$ cat src/rtl/cursor_pkg.sv
package cursor_pkg;
  parameter int DATA_W     = 32;
  parameter int REG_AW     = 4;
  parameter int COORD_W    = 13;
  parameter int HOT_W      = 6;
  parameter int SIZE_W     = 7;
  parameter int COLOR_W    = 24;
  parameter int BASE_W     = 40;
  parameter int ALIGN_BITS = 12;

  localparam int HI_W      = BASE_W - DATA_W;
  localparam int SECOND_LSB = 16;

  localparam logic [REG_AW-1:0] A_CTRL    = 4'd0;
  localparam logic [REG_AW-1:0] A_LOCK    = 4'd1;
  localparam logic [REG_AW-1:0] A_POS     = 4'd2;
  localparam logic [REG_AW-1:0] A_HOT     = 4'd3;
  localparam logic [REG_AW-1:0] A_COL1    = 4'd4;
  localparam logic [REG_AW-1:0] A_COL2    = 4'd5;
  localparam logic [REG_AW-1:0] A_SIZE    = 4'd6;
  localparam logic [REG_AW-1:0] A_ADDR_HI = 4'd7;
  localparam logic [REG_AW-1:0] A_ADDR_LO = 4'd8;

  typedef enum logic [1:0] {
    MODE_MONO     = 2'd0,
    MODE_ANDMASK  = 2'd1,
    MODE_PREMUL   = 2'd2,
    MODE_STRAIGHT = 2'd3
  } cur_mode_e;

  typedef struct packed {
    logic                en;
    cur_mode_e           mode;
    logic                mag;
    logic                clamp;
    logic [COORD_W-1:0]  x;
    logic [COORD_W-1:0]  y;
    logic [HOT_W-1:0]    hx;
    logic [HOT_W-1:0]    hy;
    logic [COLOR_W-1:0]  c1;
    logic [COLOR_W-1:0]  c2;
    logic [SIZE_W-1:0]   w;
    logic [SIZE_W-1:0]   h;
    logic [BASE_W-1:0]   base;
  } cur_regs_t;
endpackage

$ cat src/rtl/cursor_stage.sv
module cursor_stage
  import cursor_pkg::*;
(
  input  logic              clk,
  input  logic              rst_n,
  input  logic              wr_en,
  input  logic [REG_AW-1:0] wr_addr,
  input  logic [DATA_W-1:0] wr_data,
  output cur_regs_t         pend_o,
  output logic              lock_o
);
  cur_regs_t       pend_q;
  logic            lock_q;
  logic [HI_W-1:0] hi_hold_q;

  always_ff @(posedge clk) begin
    if (!rst_n) begin
      pend_q    <= '0;
      lock_q    <= 1'b0;
      hi_hold_q <= '0;
    end else if (wr_en) begin
      case (wr_addr)
        A_CTRL: begin
          pend_q.en    <= wr_data[0];
          pend_q.mode  <= cur_mode_e'(wr_data[2:1]);
          pend_q.mag   <= wr_data[3];
          pend_q.clamp <= wr_data[4];
        end
        A_LOCK: lock_q <= wr_data[0];
        A_POS: begin
          pend_q.x <= wr_data[COORD_W-1:0];
          pend_q.y <= wr_data[SECOND_LSB +: COORD_W];
        end
        A_HOT: begin
          pend_q.hx <= wr_data[HOT_W-1:0];
          pend_q.hy <= wr_data[SECOND_LSB +: HOT_W];
        end
        A_COL1:    pend_q.c1 <= wr_data[COLOR_W-1:0];
        A_COL2:    pend_q.c2 <= wr_data[COLOR_W-1:0];
        A_SIZE: begin
          pend_q.w <= wr_data[SIZE_W-1:0];
          pend_q.h <= wr_data[SECOND_LSB +: SIZE_W];
        end
        A_ADDR_HI: hi_hold_q <= wr_data[HI_W-1:0];
        A_ADDR_LO: pend_q.base <= {hi_hold_q, wr_data[DATA_W-1:ALIGN_BITS],
                                   {ALIGN_BITS{1'b0}}};
        default: ;
      endcase
    end
  end

  assign pend_o = pend_q;
  assign lock_o = lock_q;
endmodule

$ cat src/rtl/cursor_commit.sv
module cursor_commit
  import cursor_pkg::*;
(
  input  logic      clk,
  input  logic      rst_n,
  input  logic      frame_start,
  input  logic      lock,
  input  cur_regs_t pend,
  output cur_regs_t act_o
);
  cur_regs_t act_q;

  always_ff @(posedge clk) begin
    if (!rst_n)                    act_q <= '0;
    else if (frame_start && !lock) act_q <= pend;
  end

  assign act_o = act_q;
endmodule

$ cat src/rtl/cursor_readback.sv
module cursor_readback
  import cursor_pkg::*;
(
  input  logic [REG_AW-1:0] rd_addr,
  input  cur_regs_t         pend,
  input  logic              lock,
  output logic [DATA_W-1:0] rd_data
);
  always_comb begin
    rd_data = '0;
    case (rd_addr)
      A_CTRL: begin
        rd_data[0]   = pend.en;
        rd_data[2:1] = pend.mode;
        rd_data[3]   = pend.mag;
        rd_data[4]   = pend.clamp;
      end
      A_LOCK: rd_data[0] = lock;
      A_POS: begin
        rd_data[COORD_W-1:0]          = pend.x;
        rd_data[SECOND_LSB +: COORD_W] = pend.y;
      end
      A_HOT: begin
        rd_data[HOT_W-1:0]          = pend.hx;
        rd_data[SECOND_LSB +: HOT_W] = pend.hy;
      end
      A_COL1: rd_data[COLOR_W-1:0] = pend.c1;
      A_COL2: rd_data[COLOR_W-1:0] = pend.c2;
      A_SIZE: begin
        rd_data[SIZE_W-1:0]          = pend.w;
        rd_data[SECOND_LSB +: SIZE_W] = pend.h;
      end
      A_ADDR_HI: rd_data[HI_W-1:0] = pend.base[BASE_W-1:DATA_W];
      A_ADDR_LO: rd_data = pend.base[DATA_W-1:0];
      default: rd_data = '0;
    endcase
  end
endmodule

$ cat src/rtl/cursor_bank.sv
module cursor_bank
  import cursor_pkg::*;
(
  input  logic               clk,
  input  logic               rst_n,
  input  logic               wr_en,
  input  logic [REG_AW-1:0]  wr_addr,
  input  logic [DATA_W-1:0]  wr_data,
  input  logic [REG_AW-1:0]  rd_addr,
  output logic [DATA_W-1:0]  rd_data,
  input  logic               frame_start,
  output logic               cur_en,
  output logic [1:0]         cur_mode,
  output logic               cur_mag,
  output logic               cur_clamp,
  output logic [COORD_W-1:0] cur_x,
  output logic [COORD_W-1:0] cur_y,
  output logic [HOT_W-1:0]   cur_hot_x,
  output logic [HOT_W-1:0]   cur_hot_y,
  output logic [COLOR_W-1:0] cur_color1,
  output logic [COLOR_W-1:0] cur_color2,
  output logic [SIZE_W-1:0]  cur_width_m1,
  output logic [SIZE_W-1:0]  cur_height_m1,
  output logic [BASE_W-1:0]  cur_base
);
  cur_regs_t pend_q;
  cur_regs_t act_q;
  logic      lock_q;

  cursor_stage u_stage (
    .clk     (clk),
    .rst_n   (rst_n),
    .wr_en   (wr_en),
    .wr_addr (wr_addr),
    .wr_data (wr_data),
    .pend_o  (pend_q),
    .lock_o  (lock_q)
  );

  cursor_commit u_commit (
    .clk         (clk),
    .rst_n       (rst_n),
    .frame_start (frame_start),
    .lock        (lock_q),
    .pend        (pend_q),
    .act_o       (act_q)
  );

  cursor_readback u_rd (
    .rd_addr (rd_addr),
    .pend    (pend_q),
    .lock    (lock_q),
    .rd_data (rd_data)
  );

  assign cur_en        = act_q.en;
  assign cur_mode      = act_q.mode;
  assign cur_mag       = act_q.mag;
  assign cur_clamp     = act_q.clamp;
  assign cur_x         = act_q.x;
  assign cur_y         = act_q.y;
  assign cur_hot_x     = act_q.hx;
  assign cur_hot_y     = act_q.hy;
  assign cur_width_m1  = act_q.w;
  assign cur_height_m1 = act_q.h;
  assign cur_base      = act_q.base;

  // Monochrome drawing uses a fixed black/white pair.
  always_comb begin
    if (act_q.mode == MODE_MONO) begin
      cur_color1 = '0;
      cur_color2 = '1;
    end else begin
      cur_color1 = act_q.c1;
      cur_color2 = act_q.c2;
    end
  end
endmodule

$ cat config.mk
export PLATFORM = sky130hd
export DESIGN_NAME = cursor_bank
export DESIGN_NICKNAME = d
export VERILOG_FILES = /design/src/rtl/cursor_pkg.sv /design/src/rtl/cursor_stage.sv /design/src/rtl/cursor_commit.sv /design/src/rtl/cursor_readback.sv /design/src/rtl/cursor_bank.sv
export SDC_FILE = /design/constraint.sdc
export NUM_CORES = 1
export LEC_CHECK = 0
export ABC_AREA = 0
export CORE_MARGIN = 3
export CORE_UTILIZATION = 31
export DETAILED_ROUTE_END_ITERATION = 10
export PLACE_DENSITY = 0.57
export SYNTH_ARGS = -nofsm -noshare
export SYNTH_HDL_FRONTEND = slang
export SYNTH_SLANG_ARGS = --single-unit
$ cat constraint.sdc
create_clock -name clk -period 1.9 [get_ports clk]
set_clock_uncertainty 0.05 [all_clocks]
set_input_delay 0.38 -clock clk [delete_from_list [all_inputs] [get_ports clk]]
set_output_delay 0.38 -clock clk [all_outputs]
set_load 0.05 [all_outputs]
==> reports/results.tsv <==
stage	metric	value	unit
hold_path	Hold EP	u_stage.pend_o[31]	
power	peak supply drop	520	µV
drt	Routed WL	50.3	mm
die	core area	38100	µm²
sta	Final Hold Viols	0	
power	clock power share	48.2	%
power	Power Density	771	nW/µm²
final_layout	cell area after layout	18300	µm²
power	Psw	3.48	mW
logic_synthesis	post-synthesis register bit count	275	
sta	Final min period	2.60	ns
sta	maximum clock rate	0.384	GHz
logic_synthesis	sequential element share of the synthesized area	45.5	%
logic_synthesis	Gate Count Post-Synth	1541	
logic_synthesis	Synth Cell Area	12100	µm²
die	IO Count	221	
critical_path	worst reg2reg path depth	4	
critical_path	Startpoint Class	register	
placed_design	Cell Area, Placed	15400	µm²
die	Die H	204	µm
cts	root buf cell	clkbuf_16	
critical_path	Largest stage delay, worst path	0.49	ns
logic_synthesis	yosys warns	0	
final_layout	nets@finish	1785	
critical_path	Crit-path slowest cell	mux4_2	
sta	crit share post-route	137	%
drt	via count	12100	
grt	first-pass GRT wire length	73.4	mm
cts	CTS tree	done	
critical_path	crit end category	output pin	
cts	H-tree depth	2	
logic_synthesis	Yosys cell types	56	
logic_synthesis	most frequent cells after synthesis	nand2_1 (286), a21oi_1 (276), dfxtp_1 (275)	
grt	initial antenna violation count	2	
logic_synthesis	syn avg cell area	7.86	µm²
logic_synthesis	count leader, synth	nand2_1	
grt	vias in the first global route	11400	
hold_path	worst hold path stage count	3	
critical_path	reg-to-reg endpoint	u_commit.act_o[137]	
sta	setup TNS	-12.11	ns
sta	Final WS setup	-0.704	ns
drt	First-pass DRT Iterations	5	
die	initial core utilization	31.8	%
critical_path	CP arrival	2.17	ns
sta	Final setup viols	80	
logic_synthesis	Yosys top cell by area	dfxtp_1	
sta	Rel. slew slack	63.8	%
die	Site Rows	71	
critical_path	critical path peak fanout	2	
final_layout	share of layout cells above drive strength 1	32.7	%
drt	Initial DRC Count	875	
drt	DR vias/cell	5.30	
grt	aggregate global-route resource usage	23.1	%
critical_path	crit path buf inv count	3	
logic_synthesis	number of flops mapped to enable cells by yosys	0	
logic_synthesis	ranking of synthesized cells by area	dfxtp_1 (45%), a21oi_1 (11%), nand2_1 (8.9%), nand3_1 (5.9%), buf_4 (5.8%)	
cts	hold_buf cts	0	
cts	CTS max path bufs	3	
status	violated checks	setup timing	
placed_design	Inst Count DP	2155	
critical_path	delay-heaviest family, CP	multiplexers	
sta	Slew @ Worst Pin	0.544	ns
power	Sw Ratio	24.7	%
critical_path	WS Path Type	register to output pin	
hold_path	worst hold path type	primary input to register	
drt	drc violations	0	
power	fraction of power consumed by sequential logic	41.7	%
final_layout	Synth-to-Final Area Change	50.7	%
critical_path	R2R Setup Slk	0.44	ns
status	status	complete, but fails checks	
critical_path	crit path cell chain	mux4_2 > a222oi_1 > buf_4 > inv_2 > buf_12	
sta	fin. max-slew vios	0	
logic_synthesis	top cell type's share of synthesized area	45.5	%
grt	grt ovf	0	
placed_design	port bufs	208	
logic_synthesis	dominant synthesized flop cell	dfxtp_1	
cts	CTS sink cnt	275	
grt	largest net degree at the start of global routing	74	
logic_synthesis	asr flop ratio synth	0	%
critical_path	WP data required	1.47	ns
cts	clock-pin slew of the registers on the worst-case setup and hold paths	0.06	ns
power	combinational share of power	10.2	%
flow_run	Max Cap Violations	0	
sta	RSZ-0062 raised after global routing	yes	
power	Pleak	6.58	nW
drt	DR WL/cell	22.1	µm
final_layout	Layout Cells excl Fill	2280	
power	internal power	10.6	mW
drt	Post-DRT Antenna Nets	0	
placed_design	hpwl dp	34.5	mm
cts	CTS buffer count	34	
hold_path	Worst Hold Launch	wr_data[31]	
die	area of the die	41500	µm²
die	die width	204	µm
placed_design	gpl congestion	0.896	
critical_path	Reg2Reg Launch Point	u_stage.lock_o	
cts	clk_lat worst skew	0.51	ns
power	total power	14.1	mW
-- layout make-up --
cell class | count | area (µm²)
clock buffers | 51 | 1050
fillers | 3599 | 19900
flip-flops and latches | 275 | 5550
clock inverters | 11 | 139
inverters | 3 | 18.8
multi-input cells | 1039 | 6240
diodes | 2 | 5.00
well taps | 511 | 639
repair buffers | 388 | 4620
-- power groups by stage --
| stage | Combinational (mW) | Sequential [mW] | Clock, mW |
|---|---|---|---|
| 2_1_floorplan | 0.646 | 5.97 | 0 |
| 3_3_place_gp | 1.23 | 5.99 | 0 |
| 3_5_place_dp | 1.24 | 5.99 | 0 |
| 4_1_cts | 1.39 | 5.87 | 6.88 |
| 5_1_grt | 1.50 | 5.87 | 7.13 |
| 6_report | 1.43 | 5.87 | 6.78 |
-- stage by stage --
stage / setup WS [ns] / hold WS, ns / util (%)
floorplan: -0.407 / 0.382 / -
CTS: -0.659 / 0.358 / 46.7
finish: -0.704 / 0.379 / 47.9
global route: -0.696 / 0.390 / 47.9
global placement: -0.790 / 0.389 / 40.5
detailed placement: -0.748 / 0.395 / 40.5
-- timing repair --
action,4_1_cts,5_1_grt
cloned,8,1
setup buffers,44,19
setup endpoints to repair,80,80
gates resized for setup,202,85
pin swaps,44,37
-- worst max-delay path by stage --
stage                       startpoint    endpoint  slack (ns)  depth (start not counted)
floorplan                   rd_addr[1]  rd_data[4]       -0.41                          6
global placement            rd_addr[2]  rd_data[5]       -0.79                          8
detailed placement          rd_addr[2]  rd_data[5]       -0.75                          8
CTS                 u_stage.pend_o[37]  rd_data[5]       -0.66                          5
global route        u_stage.pend_o[37]  rd_data[5]       -0.70                          5
finish              u_stage.pend_o[37]  rd_data[5]       -0.70                          5
-- flip-flops by register name, summed over array words and instances, names as in the netlist --
signal and count:
u_commit.act_o 133, u_stage.lock_o 1, u_stage.hi_hold_q 8, u_stage.pend_o 133
-- metal layers --
layer | share of wire, % | track usage [%] | up-vias
met1 | 42 | 30.9 | 5879
met4 | 3.4 | 8.85 | 0
li1 | - | - | 5618
met5 | 0 | 0 | -
met2 | 48 | 37.7 | 503
met3 | 6.9 | 3.61 | 81
-- cells by family (layout without fill, tap and decap cells) --
family	Yosys count	in the layout	synth area share [%]
AOI/OAI and AO/OA	479	479	21.3
other	1	14	0.0310
muxes	15	15	1.50
and+or+nand+nor	530	533	20.5
DFF	275	275	45.5
buffers and inverters	241	453	11.1
-- layout by cell type (no fill, tap or decap), types with 3 or more instances in the layout --
| master | netlist | final |
|---|---|---|
| buf_12 | 0 | 102 |
| dfxtp_2 | 0 | 20 |
| clkbuf_8 | 0 | 7 |
| buf_4 | 94 | 183 |
| nand2_1 | 286 | 276 |
| a22oi_2 | 0 | 22 |
| o211ai_1 | 3 | 3 |
| nand2_2 | 0 | 8 |
| o21ai_2 | 2 | 3 |
| mux2i_1 | 8 | 7 |
| and3b_1 | 5 | 4 |
| buf_8 | 0 | 9 |
| clkdlybuf4s50_1 | 0 | 39 |
| dfxtp_1 | 275 | 250 |
| nor2b_1 | 35 | 5 |
| mux2_2 | 5 | 3 |
| nor3b_4 | 0 | 3 |
| dfxtp_4 | 0 | 5 |
| conb_1 | 1 | 12 |
| buf_6 | 5 | 51 |
| nand3_1 | 142 | 142 |
| bufinv_16 | 0 | 3 |
| clkinv_2 | 0 | 5 |
| a32oi_2 | 0 | 3 |
| o21ai_0 | 126 | 122 |
| o21ai_1 | 18 | 19 |
| o221ai_4 | 0 | 5 |
| nor4b_4 | 1 | 5 |
| a21oi_1 | 276 | 276 |
| a22o_4 | 0 | 5 |
| nand3b_1 | 4 | 4 |
| nand2b_1 | 5 | 3 |
| and2_4 | 0 | 3 |
| or2_4 | 0 | 25 |
| clkbuf_1 | 95 | 7 |
| nor2b_4 | 0 | 28 |
| clkbuf_16 | 0 | 39 |
| nor2_4 | 0 | 5 |
-- tightest hold or removal path: stages --
cell             delay [ns]
clkdlybuf4s50_1        0.39
nand3_1                0.06
a21oi_1                0.05
(Power assumes the default switching activity.)
